### src/rtl/wdg_pkg.sv
package wdg_pkg;

  // settings field of the control word, bit 4 down to bit 0
  typedef struct packed {
    logic       mode;  // 1: reset request, 0: interrupt
    logic       en;
    logic [2:0] sel;
  } wdg_cfg_t;

  localparam int unsigned KEY_LSB = 8;
  localparam int unsigned KEY_W   = 8;

  function automatic logic key_match(input logic [31:0] word, input logic [KEY_W-1:0] key);
    return word[KEY_LSB +: KEY_W] == key;
  endfunction

  function automatic logic [31:0] pack_status(input wdg_cfg_t cfg, input logic cause,
                                              input logic keyfail);
    return {25'd0, keyfail, cause, cfg};
  endfunction

endpackage

### src/rtl/wdg_ctrl_reg.sv
module wdg_ctrl_reg
  import wdg_pkg::*;
#(
  parameter logic [7:0] KEY = 8'h47
) (
  input  logic        clk,
  input  logic        rst_n,
  input  logic        wr_en,
  input  logic [31:0] wr_data,
  output wdg_cfg_t    cfg_o,
  output logic        good_wr_o,
  output logic        bad_wr_o
);
  wdg_cfg_t cfg_q;
  logic     key_ok;
  logic     unused_bits;

  assign key_ok      = key_match(wr_data, KEY);
  assign good_wr_o   = wr_en & key_ok;
  assign bad_wr_o    = wr_en & ~key_ok;
  assign unused_bits = ^{wr_data[31:16], wr_data[7:5]};

  always_ff @(posedge clk or negedge rst_n) begin
    if (!rst_n)         cfg_q <= '0;
    else if (good_wr_o) cfg_q <= wdg_cfg_t'(wr_data[4:0]);
  end

  assign cfg_o = cfg_q;
endmodule

### src/rtl/wdg_counter.sv
module wdg_counter #(
  parameter int unsigned CNT_W    = 16,
  parameter int unsigned NUM_TICK = 8,
  localparam int unsigned SEL_W   = $clog2(NUM_TICK)
) (
  input  logic                clk,
  input  logic                rst_n,
  input  logic                en,
  input  logic [SEL_W-1:0]    sel,
  input  logic [NUM_TICK-1:0] tick_vec,
  input  logic                kick,
  output logic                ovf_o,
  output logic [CNT_W-1:0]    cnt_o
);
  logic [CNT_W-1:0] cnt_q;
  logic             step;

  assign step  = en & tick_vec[sel];
  // a kick in the same cycle wins over the wrap
  assign ovf_o = step & (cnt_q == {CNT_W{1'b1}}) & ~kick;

  always_ff @(posedge clk or negedge rst_n) begin
    if (!rst_n)    cnt_q <= '0;
    else if (kick) cnt_q <= '0;
    else if (step) cnt_q <= cnt_q + 1'b1;
  end

  assign cnt_o = cnt_q;
endmodule

### src/rtl/wdg_action.sv
module wdg_action (
  input  logic clk,
  input  logic ext_rst_n,
  input  logic all_rst_n,
  input  logic mode,
  input  logic ovf,
  input  logic bad_wr,
  output logic irq_o,
  output logic rst_req_o,
  output logic cause_o,
  output logic keyfail_o
);
  logic fire;
  assign fire = ovf | bad_wr;

  always_ff @(posedge clk or negedge all_rst_n) begin
    if (!all_rst_n) begin
      irq_o     <= 1'b0;
      rst_req_o <= 1'b0;
    end else begin
      irq_o     <= fire & ~mode;
      rst_req_o <= fire & mode;
    end
  end

  // sticky cause flags, cleared by the external reset only
  always_ff @(posedge clk or negedge ext_rst_n) begin
    if (!ext_rst_n) begin
      cause_o   <= 1'b0;
      keyfail_o <= 1'b0;
    end else if (fire) begin
      cause_o   <= 1'b1;
      keyfail_o <= bad_wr;
    end
  end
endmodule

### src/rtl/wdg_guard.sv
module wdg_guard
  import wdg_pkg::*;
#(
  parameter int unsigned CNT_W = 16,
  parameter logic [7:0]  KEY   = 8'h47
) (
  input  logic        clk,
  input  logic        ext_rst_n,
  input  logic        sys_rst_n,
  input  logic        wr_en,
  input  logic [31:0] wr_data,
  output logic [31:0] rd_data,
  input  logic [7:0]  tick_i,
  output logic        irq_o,
  output logic        rst_req_o
);
  localparam int unsigned NUM_TICK = 8;

  logic             all_rst_n;
  wdg_cfg_t         cfg_w;
  logic             good_wr_w, bad_wr_w, ovf_w, en_w;
  logic             cause_w, keyfail_w;
  logic [CNT_W-1:0] cnt_w;

  assign all_rst_n = ext_rst_n & sys_rst_n;
  assign en_w      = cfg_w.en;

  wdg_ctrl_reg #(.KEY(KEY)) u_reg (
    .clk(clk), .rst_n(all_rst_n), .wr_en(wr_en), .wr_data(wr_data),
    .cfg_o(cfg_w), .good_wr_o(good_wr_w), .bad_wr_o(bad_wr_w)
  );

  wdg_counter #(.CNT_W(CNT_W), .NUM_TICK(NUM_TICK)) u_cnt (
    .clk(clk), .rst_n(all_rst_n), .en(cfg_w.en), .sel(cfg_w.sel),
    .tick_vec(tick_i), .kick(good_wr_w), .ovf_o(ovf_w), .cnt_o(cnt_w)
  );

  wdg_action u_act (
    .clk(clk), .ext_rst_n(ext_rst_n), .all_rst_n(all_rst_n), .mode(cfg_w.mode),
    .ovf(ovf_w), .bad_wr(bad_wr_w), .irq_o(irq_o), .rst_req_o(rst_req_o),
    .cause_o(cause_w), .keyfail_o(keyfail_w)
  );

  assign rd_data = pack_status(cfg_w, cause_w, keyfail_w);
endmodule

### config.mk
export PLATFORM = sky130hd
export DESIGN_NAME = wdg_guard
export DESIGN_NICKNAME = d
export VERILOG_FILES = /design/src/rtl/wdg_pkg.sv /design/src/rtl/wdg_ctrl_reg.sv /design/src/rtl/wdg_counter.sv /design/src/rtl/wdg_action.sv /design/src/rtl/wdg_guard.sv
export SDC_FILE = /design/constraint.sdc
export NUM_CORES = 1
export LEC_CHECK = 0
export BUFFER_PORTS_ARGS = -buffer_cell sky130_fd_sc_hd__buf_2
export CAP_MARGIN = 5
export CORE_ASPECT_RATIO = 0.9
export CORE_UTILIZATION = 30
export CTS_BUF_LIST = sky130_fd_sc_hd__clkbuf_8
export CTS_CLUSTER_SIZE = 30
export DETAILED_ROUTE_END_ITERATION = 7
export GPL_ROUTABILITY_DRIVEN = 0
export MAX_ROUTING_LAYER = met4
export SYNTH_ARGS = -nofsm -noshare
export SYNTH_HDL_FRONTEND = slang
export SYNTH_SLANG_ARGS = --single-unit
### constraint.sdc
create_clock -name clk -period 2.6 [get_ports clk]
set_clock_uncertainty 0.1 [all_clocks]
set_input_delay 0.26 -clock clk [delete_from_list [all_inputs] [get_ports clk]]
set_output_delay 0.26 -clock clk [all_outputs]
set_load 0.01 [all_outputs]
Word-level counts from Yosys, hierarchy flattened
Index checks and enable logic that the tools add are counted.
Widths: inputs -> output; s select.

cells by class
  $add $sub $neg = 1
  $mul = 0
  div/mod/pow operators = 0
  order comparisons = 1
  equality and inequality tests = 2
  shifts and indexed selects = 0
  mux-type cells = 4
  bitwise logic cells = 12
  reductions and logical operators = 1

operators with widths
  kind                   number
  $mux 16                2
  $add 16x1->16 const B  1
  $eq 16x16->1 const B   1
  $and 1x1->1            8
  $eq 8x7->1 const B     1
  $lt 3x4->1 const B     1
  $bmux 1 s3             1
  $not 1->1              3
  $reduce_bool 2->1      1
  $mux 1                 1
  $or 1x1->1             1

storage, ports and cells
  flip-flop bits (word level) = 25
  bits in latches = 0
  bits in writable memories = 0
  bits in read-only memories = 0
  input port bits = 44
  output and inout port bits = 34
  word-level logic and storage cells = 29
  memories = 0

Longest topological paths before layout
Gate-level depths: netlist of the first run.

  word-level depth = 7
  mapped depth = 6

Cells and area by module
A second synthesis of the first run with hierarchy kept.

unflattened totals
  cell total of the unflattened synthesis = 170
  area, all modules = 1621.6 um2

modules (own cells, without submodules)
  module        times used  cells each  area each (um2)
  wdg_counter   1           116         1022.2
  wdg_ctrl_reg  1           15          254.0
  wdg_guard     1           29          212.7
  wdg_action    1           10          132.6

Worst setup path after synthesis of the first run
Ideal clock, no wire load.

  kind = register to register
  start = register u_reg.cfg_q (netlist bit u_reg.cfg_o[0])
  end = register u_cnt.cnt_q[14], in the netlist u_cnt.cnt_o[14]
  library setup time = 78 ps
  arrival time = 1692 ps
  required time = 2422 ps
  path slack = 730 ps
  stages on the path, launching flop included = 6
  buffers on the path = 0
  cell sequence = dfrtp_1 > mux2i_1 > a221oi_4 > nand4_2 > or3_1 > a21oi_1

between the ends
  cells in the longest elaborated chain, start to end = 4

RTL lines
  element                       RTL line            source
  from (decl)                   wdg_ctrl_reg.sv:14  wdg_cfg_t cfg_q;
  from (signal assigned)        wdg_ctrl_reg.sv:25  else if (good_wr_o) cfg_q <= wdg_cfg_t'(wr_data[4:0]);
  $bmux 1 s3                    wdg_counter.sv:18   assign step = en & tick_vec[sel];
  $mux 1 (not written as such)  wdg_counter.sv:18
  $and 1x1->1                   wdg_counter.sv:18
  $reduce_bool 2->1 (no line)   --
  to (signal assigned)          wdg_counter.sv:25   else if (step) cnt_q <= cnt_q + 1'b1;
  to (decl)                     wdg_counter.sv:15   logic [CNT_W-1:0] cnt_q;

Every way passes these cells. The select of a mux whose other input is x is not followed.
A chain may end at the register's enable or synchronous reset.

Final worst setup path of the first run
Same ends and word-level chain as after synthesis.

==> results.py, run 1 <==
metrics = {
    "run_status": {
        "outcome": "finished, final reports clean",
    },
    "clock_tree": {
        "cts_resized": 0,
        "clk-insertion-delay-late_ps": 270,
        "htreeDepth": 1,
        "cts_buffers": 3,
        "clock_sinks": 25,
        "cts_buffer_depth": 2,
        "root_buffer": "clkbuf_8",
        "cts.clk_slew.worst_paths_ps": 90,
        "cts_tree": "done",
        "post_cts_buffers": 0,
    },
    "synth": {
        "synth_cell_types": 34,
        "ys_ff_latch": 25,
        "syn_inst": 161,
        "yosysSeqAreaShare_pct": 41.7,
        "ys_warn_count": 0,
        "synth_flop_cell": "dfrtp_1",
        "synth.avg_cell_area_um2": 9.32,
        "synth_area_um2": 1500,
        "synth_edf_count": 0,
        "ys_async_sr_fraction_pct": 100,
    },
    "sta": {
        "rsz0062_at_grt": "false",
        "finalMaxSlewViolations": 0,
        "relSlewSlack_pct": 62.0,
        "tightest_slew_ps": 570,
        "max_freq_mhz": 498,
        "hold_viol_final": 0,
        "finalCritPeriodShare_pct": 77.3,
        "fin_crit_ps": 2010,
        "setup_viol": 0,
        "setup-tns-final_ps": 0,
    },
    "floorplanning": {
        "io_pins": 78,
        "core-area_um2": 4830,
        "dieArea_um2": 5290,
        "die_x_um": 76.5,
        "start_util_pct": 31.0,
        "die_height_um": 69.1,
        "rows": 24,
    },
    "cells_and_area": {
        "final_cell_mix": "33 x buf_2, 25 x conb_1, 25 x dfrtp_1, 23 x nand2_1, 11 x nor2_1",
        "fill_cells": 501,
        "antenna_cells": 0,
        "drive_gt1_share_pct": 24.2,
        "layout.cells.most_common": "buf_2",
        "nets": 240,
        "area_delta_synth_final_pct": 12.6,
    },
    "grt": {
        "grt_pass1_wl_um": 4590,
        "grt_use_total_pct": 11.1,
        "grt-ovfl-total": 0,
        "grt_pass1_vias": 1061,
        "grt_start_max_net_pins": 24,
        "antenna_found_initial": 0,
    },
    "route": {
        "viasPerCell": 4.24,
        "wl_per_cell_um": 10.2,
        "vias": 1099,
        "route.detailed.drc": 0,
        "drt-initial-drc-count": 49,
        "totalWireLength_um": 2650,
        "ant_nets": 0,
        "drt_first_pass_iters": 4,
    },
    "setup_path": {
        "r2r_setup_slack_ps": 590,
        "critical_path_arrival_ps": 2110,
        "r2r_start": "u_reg.cfg_o[0]",
        "worstReg2RegEnd": "u_cnt.cnt_o[14]",
        "r2r_cells": 5,
        "critical_path_required_ps": 2700,
        "cp-start-kind": "register",
        "worstSetupPathType": "reg -> reg",
        "end_kind": "register",
        "cp_max_fo": 6,
    },
    "run": {
        "cap_violations": 0,
    },
    "hold_path": {
        "worstHoldStart": "wr_data[0]",
        "holdPathEnd": "u_reg.cfg_o[0]",
        "hold_class": "in -> reg",
        "whs_path_depth": 3,
    },
    "power_and_ir_drop": {
        "p_total_uw": 769,
        "ir_drop_mv": 0.207,
        "leakagePower_uw": 0.000862,
        "p_per_area_nw_per_um2": 455,
    },
    "placement": {
        "portBuffers": 33,
        "dp_hpwl_um": 1990,
    },
}
-- logic make-up after synthesis --
family | synth area share (%)
other cells | 0.250
xor+xnor | 6.42
simple gates | 24.9
flops | 41.7
compound gates | 6.51
fa+ha+maj | 0.834
buf+inv | 15.8
mux | 3.59
-- report_power, final --
group | switching, uW | internal, uW
clock network | 127 | 108
logic | 65.2 | 46.0
registers | 16.3 | 407
-- cell usage after synthesis (4+ instances only) --
library cell	n	share of area (%)
xor2_1	9	5.3
dfrtp_1	25	42
o21ai_0	4	1.3
a21oi_1	4	1.3
nand3_1	7	2.3
and3_1	6	2.5
nand2_1	23	5.8
nor2_1	11	2.8
and2_1	5	2.1
buf_4	29	15
-- stage by stage --
stage | worst slack (ps) | cell area, um2 | hold slack (ps) | instances | utilization [%]
after CTS | 554 | 1690 | 63.9 | 259 | 34.9
after floorplan | 730 | 1590 | -136 | 185 | -
after global placement | 616 | 1620 | -49.7 | 253 | 33.6
after global routing | 445 | 1690 | 71.2 | 259 | 34.9
after detailed placement | 581 | 1620 | -47.1 | 253 | 33.6
final | 591 | 1690 | 70.7 | 259 | 34.9
-- registers in the layout, summed over array words and instances, names as in the netlist --
register	flops
u_cnt.cnt_o	16
u_reg.cfg_o	5
u_act.cause_o	1
u_act.irq_o	1
u_act.keyfail_o	1
u_act.rst_req_o	1
-- metal layers --
layer	up-vias	routed length, um	global-route usage [%]
met3	5	76	1.19
met2	30	1320	19.5
met4	0	63	6.41
met5	-	0	-
met1	510	1190	12.2
li1	554	-	-
-- worst max-delay path, cell delays in order (launching register included) --
cell and delay, ps:
dfrtp_1 460, mux2i_1 200, a221oi_4 440, nand4_2 200, or3_1 390, a21oi_1 150
-- what timing repair did --
item                                   in CTS  in global routing
hold buffers                                2                  0
endpoints found under the hold margin      25                  0
setup endpoints to repair                   0                  0
-- how the worst max path moves through the flow --
stage,startpoint,endpoint,slack (ps),cells past startpoint
2_1_floorplan,u_reg.cfg_o[0],u_cnt.cnt_o[14],730,5
3_3_place_gp,u_reg.cfg_o[0],u_cnt.cnt_o[14],620,5
3_5_place_dp,u_reg.cfg_o[0],u_cnt.cnt_o[14],580,5
4_1_cts,u_reg.cfg_o[0],u_cnt.cnt_o[14],550,5
5_1_grt,u_reg.cfg_o[0],u_cnt.cnt_o[14],450,5
6_report,u_reg.cfg_o[0],u_cnt.cnt_o[14],590,5
-- final cells by class --
| type | count | area [um2] | area share, % |
|---|---|---|---|
| Multi-Input combinational cell | 126 | 728 | 43.1 |
| Sequential cell | 25 | 626 | 37.0 |
| Timing Repair Buffer | 37 | 200 | 11.9 |
| Tap cell | 65 | 81.3 | 4.81 |
| Clock buffer | 3 | 41.3 | 2.44 |
| Inverter | 2 | 7.51 | 0.444 |
| Clock inverter | 1 | 5.00 | 0.296 |
Note: power is estimated with default switching activity, not from simulation.
==> run 2, diff against run 1 <==
clock period = 1.9 ns   (was 2.6 ns; I/O delays follow)
==> run 2 against run 1 <==
Routed wire length down 1.8%. Sequential share of layout area down 2.1 points. Critical path depth unchanged. Critical path type unchanged.
==> results.py, run 2 (synthesized netlist as in run 1, its figures left out) <==
metrics = {
    "run_status": {
        "outcome": "finished, final reports clean",
    },
    "sta": {
        "finalCritPeriodShare_pct": 98.0,
        "setup_viol": 0,
        "max_freq_mhz": 537,
        "finalMaxSlewViolations": 0,
        "setup_slack_ps": 38.4,
        "setup-tns-final_ps": 0,
        "hold_viol_final": 0,
        "fin_crit_ps": 1860,
        "rsz0062_at_grt": "true",
    },
    "grt": {
        "grt_start_max_net_pins": 24,
        "grt_pass1_wl_um": 4400,
        "grt_use_total_pct": 10.7,
        "grt-ovfl-total": 0,
        "antenna_found_initial": 0,
        "grt_pass1_vias": 1033,
    },
    "cells_and_area": {
        "antenna_cells": 0,
        "final_cells": 266,
        "final_cell_mix": "33 x buf_2, 25 x conb_1, 24 x dfrtp_1, 23 x nand2_1, 11 x nor2_1",
        "fill_cells": 505,
        "largest_reg_flops": 16,
        "drive_gt1_share_pct": 30.3,
        "nets": 247,
        "layout.cells.most_common": "buf_2",
        "final_core_util_pct": 37.1,
        "area_delta_synth_final_pct": 19.4,
    },
    "floorplanning": {
        "die_height_um": 69.1,
        "dieArea_um2": 5290,
        "rows": 24,
        "die_x_um": 76.5,
        "io_pins": 78,
        "core-area_um2": 4830,
        "start_util_pct": 31.0,
    },
    "run": {
        "cap_violations": 0,
    },
    "route": {
        "ant_nets": 0,
        "totalWireLength_um": 2600,
        "vias": 1113,
        "wl_per_cell_um": 9.78,
        "viasPerCell": 4.18,
        "drt_first_pass_iters": 4,
        "drt-initial-drc-count": 39,
        "route.detailed.drc": 0,
    },
    "clock_tree": {
        "root_buffer": "clkbuf_8",
        "cts_buffers": 3,
        "cts.clk_slew.worst_paths_ps": 90,
        "cts_tree": "done",
        "htreeDepth": 1,
        "clk-insertion-delay-late_ps": 270,
        "cts_buffer_depth": 2,
        "clock_sinks": 25,
    },
    "setup_path": {
        "cp_max_fo": 5,
        "critical_path_required_ps": 2010,
        "worstSetupPathType": "reg -> reg",
        "end_kind": "register",
        "cp-start-kind": "register",
        "critical_path_arrival_ps": 1970,
        "r2r_setup_slack_ps": 40,
    },
    "power_and_ir_drop": {
        "leakagePower_uw": 0.000890,
        "p_total_uw": 1070,
        "ir_drop_mv": 0.195,
        "p_per_area_nw_per_um2": 597,
    },
    "placement": {
        "portBuffers": 33,
        "dp_slack_ps": 24.0,
        "dp_hpwl_um": 1970,
        "placed_cells": 259,
    },
    "hold_path": {
        "hold_class": "in -> reg",
    },
}
[run 2: layout make-up]
cell class | count | area (um2) | share of cell area, %
repair buffers | 44 | 256 | 14.3
clock inverters | 1 | 7.51 | 0.419
inverters | 2 | 7.51 | 0.419
clock buffers | 3 | 41.3 | 2.30
flip-flops and latches | 25 | 627 | 35.0
multi-input cells | 126 | 771 | 43.0
well taps | 65 | 81.3 | 4.54
[run 2: worst max-delay path, cell delays in order (launching register included)]
cell      delay [ps]
dfrtp_1          430
mux2i_2          200
a221oi_4         390
nand4_4          170
or3_4            390
a21oi_2          110
[run 2: power by group]
| part | internal [uW] | switching, uW | total (uW) |
|---|---|---|---|
| Sequential | 558 | 22.3 | 580 |
| Combinational | 75.0 | 94.2 | 169 |
| Clock | 149 | 172 | 320 |
| Total | 781 | 288 | 1070 |
[run 2: stage by stage]
| stage | hold WS, ps | cell area [um2] |
|---|---|---|
| 6_report | 6.00 | 1790 |
| 5_1_grt | 16.1 | 1790 |
| 4_1_cts | 5.86 | 1740 |
| 3_5_place_dp | -119 | 1670 |
| 3_3_place_gp | -120 | 1670 |
| 2_1_floorplan | -206 | 1590 |
[run 2: routing by layer]
layer	vias to the layer above	global-route usage, %	wire [um]
li1	569	-	-
met1	509	12.7	1230
met2	30	17.9	1240
met3	5	1.19	79
met4	0	5.13	55
met5	-	-	0
[run 2: final timing paths]
check | startpoint | cells after the start | to
max in group asynchronous | ext_rst_n | 4 | u_reg.cfg_o[2]
min in group asynchronous | ext_rst_n | 2 | u_act.cause_o
worst max-delay path | u_reg.cfg_o[0] | 5 | u_cnt.cnt_o[12]
worst min register to register | u_act.cause_o | 1 | u_act.cause_o
worst max register to register | u_reg.cfg_o[0] | 5 | u_cnt.cnt_o[12]
worst min-delay path | wr_data[0] | 3 | u_reg.cfg_o[0]
[run 2: repair_timing]
action | CTS | global route
resized for setup | 0 | 11
setup endpoints to repair | 0 | 12
endpoints found under the hold margin | 25 | 0
setup buffers | 0 | 2
hold buffers | 2 | 0
==> run 3, diff against run 2 <==
PLACE_DENSITY_LB_ADDON = 0.08   (was default)
==> run 3 against run 2 <==
Maximum frequency is 0.13% lower. Sequential power about the same. Via count grew 4.2%. Global-route usage grew 2.4 points. Cell count is 1.5% higher. Flip-flop and latch count unchanged. Largest power group unchanged. Worst hold slack better by 4.2 ps. Utilization unchanged. Count of clock-buffer cells in the layout is the same. Setup slack worse by 2.3 ps. First-iteration DRC count fell by 13%.
==> results.py, run 3 (synthesized netlist as in run 1, its figures left out) <==
metrics = {
    "placement": {
        "portBuffers": 33,
        "dp_hpwl_um": 2390,
        "dp_slack_ps": -90.6,
        "placed_cells": 260,
    },
    "grt": {
        "antenna_found_initial": 0,
        "grt_pass1_vias": 1208,
        "grt_use_total_pct": 13.1,
        "grt_start_max_net_pins": 24,
        "grt-ovfl-total": 0,
        "grt_pass1_wl_um": 5330,
    },
    "clock_tree": {
        "root_buffer": "clkbuf_8",
        "cts_buffers": 3,
        "htreeDepth": 1,
        "clk-insertion-delay-late_ps": 270,
        "cts_buffer_depth": 2,
        "clock_sinks": 25,
        "cts_tree": "done",
        "cts.clk_slew.worst_paths_ps": 90,
    },
    "floorplanning": {
        "die_x_um": 76.5,
        "dieArea_um2": 5290,
        "io_pins": 78,
        "die_height_um": 69.1,
        "core-area_um2": 4830,
        "start_util_pct": 31.0,
        "rows": 24,
    },
    "cells_and_area": {
        "area_delta_synth_final_pct": 19.4,
        "layout.cells.most_common": "buf_2",
        "largest_reg_flops": 16,
        "drive_gt1_share_pct": 31.7,
        "nets": 251,
        "final_cell_mix": "33 x buf_2, 25 x conb_1, 23 x dfrtp_1, 22 x nand2_1, 13 x buf_4",
        "final_cells": 270,
        "antenna_cells": 0,
    },
    "power_and_ir_drop": {
        "leakagePower_uw": 0.000917,
        "p_total_uw": 1090,
        "p_per_area_nw_per_um2": 608,
        "ir_drop_mv": 0.353,
    },
    "setup_path": {
        "worstSetupPathType": "reg -> reg",
        "critical_path_arrival_ps": 1960,
        "cp-start-kind": "register",
        "cp_max_fo": 4,
        "r2r_cells": 5,
        "r2r_setup_slack_ps": 40,
        "critical_path_required_ps": 2000,
        "worstReg2RegEnd": "u_cnt.cnt_o[14]",
        "r2r_start": "u_reg.cfg_o[0]",
        "end_kind": "register",
    },
    "route": {
        "drt-initial-drc-count": 34,
        "totalWireLength_um": 3150,
        "vias": 1160,
        "wl_per_cell_um": 11.7,
        "ant_nets": 0,
        "route.detailed.drc": 0,
        "viasPerCell": 4.30,
        "drt_first_pass_iters": 4,
    },
    "hold_path": {
        "worstHoldStart": "wr_data[3]",
        "whs_path_depth": 3,
        "hold_class": "in -> reg",
        "holdPathEnd": "u_reg.cfg_o[3]",
    },
    "sta": {
        "hold_viol_final": 0,
        "fin_crit_ps": 1860,
        "rsz0062_at_grt": "true",
        "setup_slack_ps": 36.1,
        "max_freq_mhz": 537,
        "setup_viol": 0,
        "finalMaxSlewViolations": 0,
        "finalCritPeriodShare_pct": 98.1,
    },
    "run": {
        "cap_violations": 0,
    },
    "run_status": {
        "outcome": "finished, final reports clean",
    },
}
[run 3: timing repair]
item,in CTS,in global routing
resized for setup,3,4
setup buffers,4,0
pin swaps,3,4
setup endpoints to repair,3,11
endpoints found under the hold margin,25,0
hold buffers,2,0
[run 3: where the power goes]
group | leakage [uW] | switching (uW) | internal, uW
combinational | 0.000566 | 106 | 93.0
clock | 0.0000255 | 167 | 147
sequential | 0.000326 | 18.9 | 558
[run 3: worst max-delay path by stage]
| stage | endpoint | startpoint | slack [ps] |
|---|---|---|---|
| after global placement | u_cnt.cnt_o[14] | u_reg.cfg_o[0] | -20 |
| after global routing | u_cnt.cnt_o[14] | u_reg.cfg_o[0] | -40 |
| after CTS | u_act.cause_o | u_reg.cfg_o[0] | 20 |
| after detailed placement | u_cnt.cnt_o[14] | u_reg.cfg_o[0] | -90 |
| after floorplan | u_cnt.cnt_o[14] | u_reg.cfg_o[0] | 30 |
| final | u_cnt.cnt_o[14] | u_reg.cfg_o[0] | 40 |
[run 3: per-layer routing]
| metal | vias up | share of wire [%] | global-route usage (%) |
|---|---|---|---|
| met5 | - | 0 | - |
| li1 | 574 | - | - |
| met2 | 23 | 52 | 23.1 |
| met3 | 4 | 3.1 | 3.05 |
| met4 | 0 | 0.92 | 4.06 |
| met1 | 559 | 44 | 14.6 |
[run 3: cell type report]
cell class | instances | area, um2
Fill cell | 516 | 3040
Multi-Input combinational cell | 126 | 746
Sequential cell | 25 | 628
Timing Repair Buffer | 48 | 283
Tap cell | 65 | 81.3
Clock buffer | 3 | 41.3
Inverter | 2 | 7.51
Clock inverter | 1 | 5.00
[run 3: metrics by stage]
step / area (um2) / TNS [ps] / hold slack [ps] / utilization, %
after floorplan: 1590 / 0 / -206 / -
after global routing: 1790 / -192 / 0.515 / 37.1
after CTS: 1780 / 0 / 2.99 / 36.8
after global placement: 1680 / -18.6 / -119 / 34.7
after detailed placement: 1680 / -121 / -117 / 34.7
final: 1790 / 0 / 10.2 / 37.1
[run 3: worst max-delay path, stage by stage, from the launching register on]
cell,delay (ps)
dfrtp_2,450
mux2i_2,190
a221oi_4,370
nand4_2,180
or3_1,360
a21oi_2,150
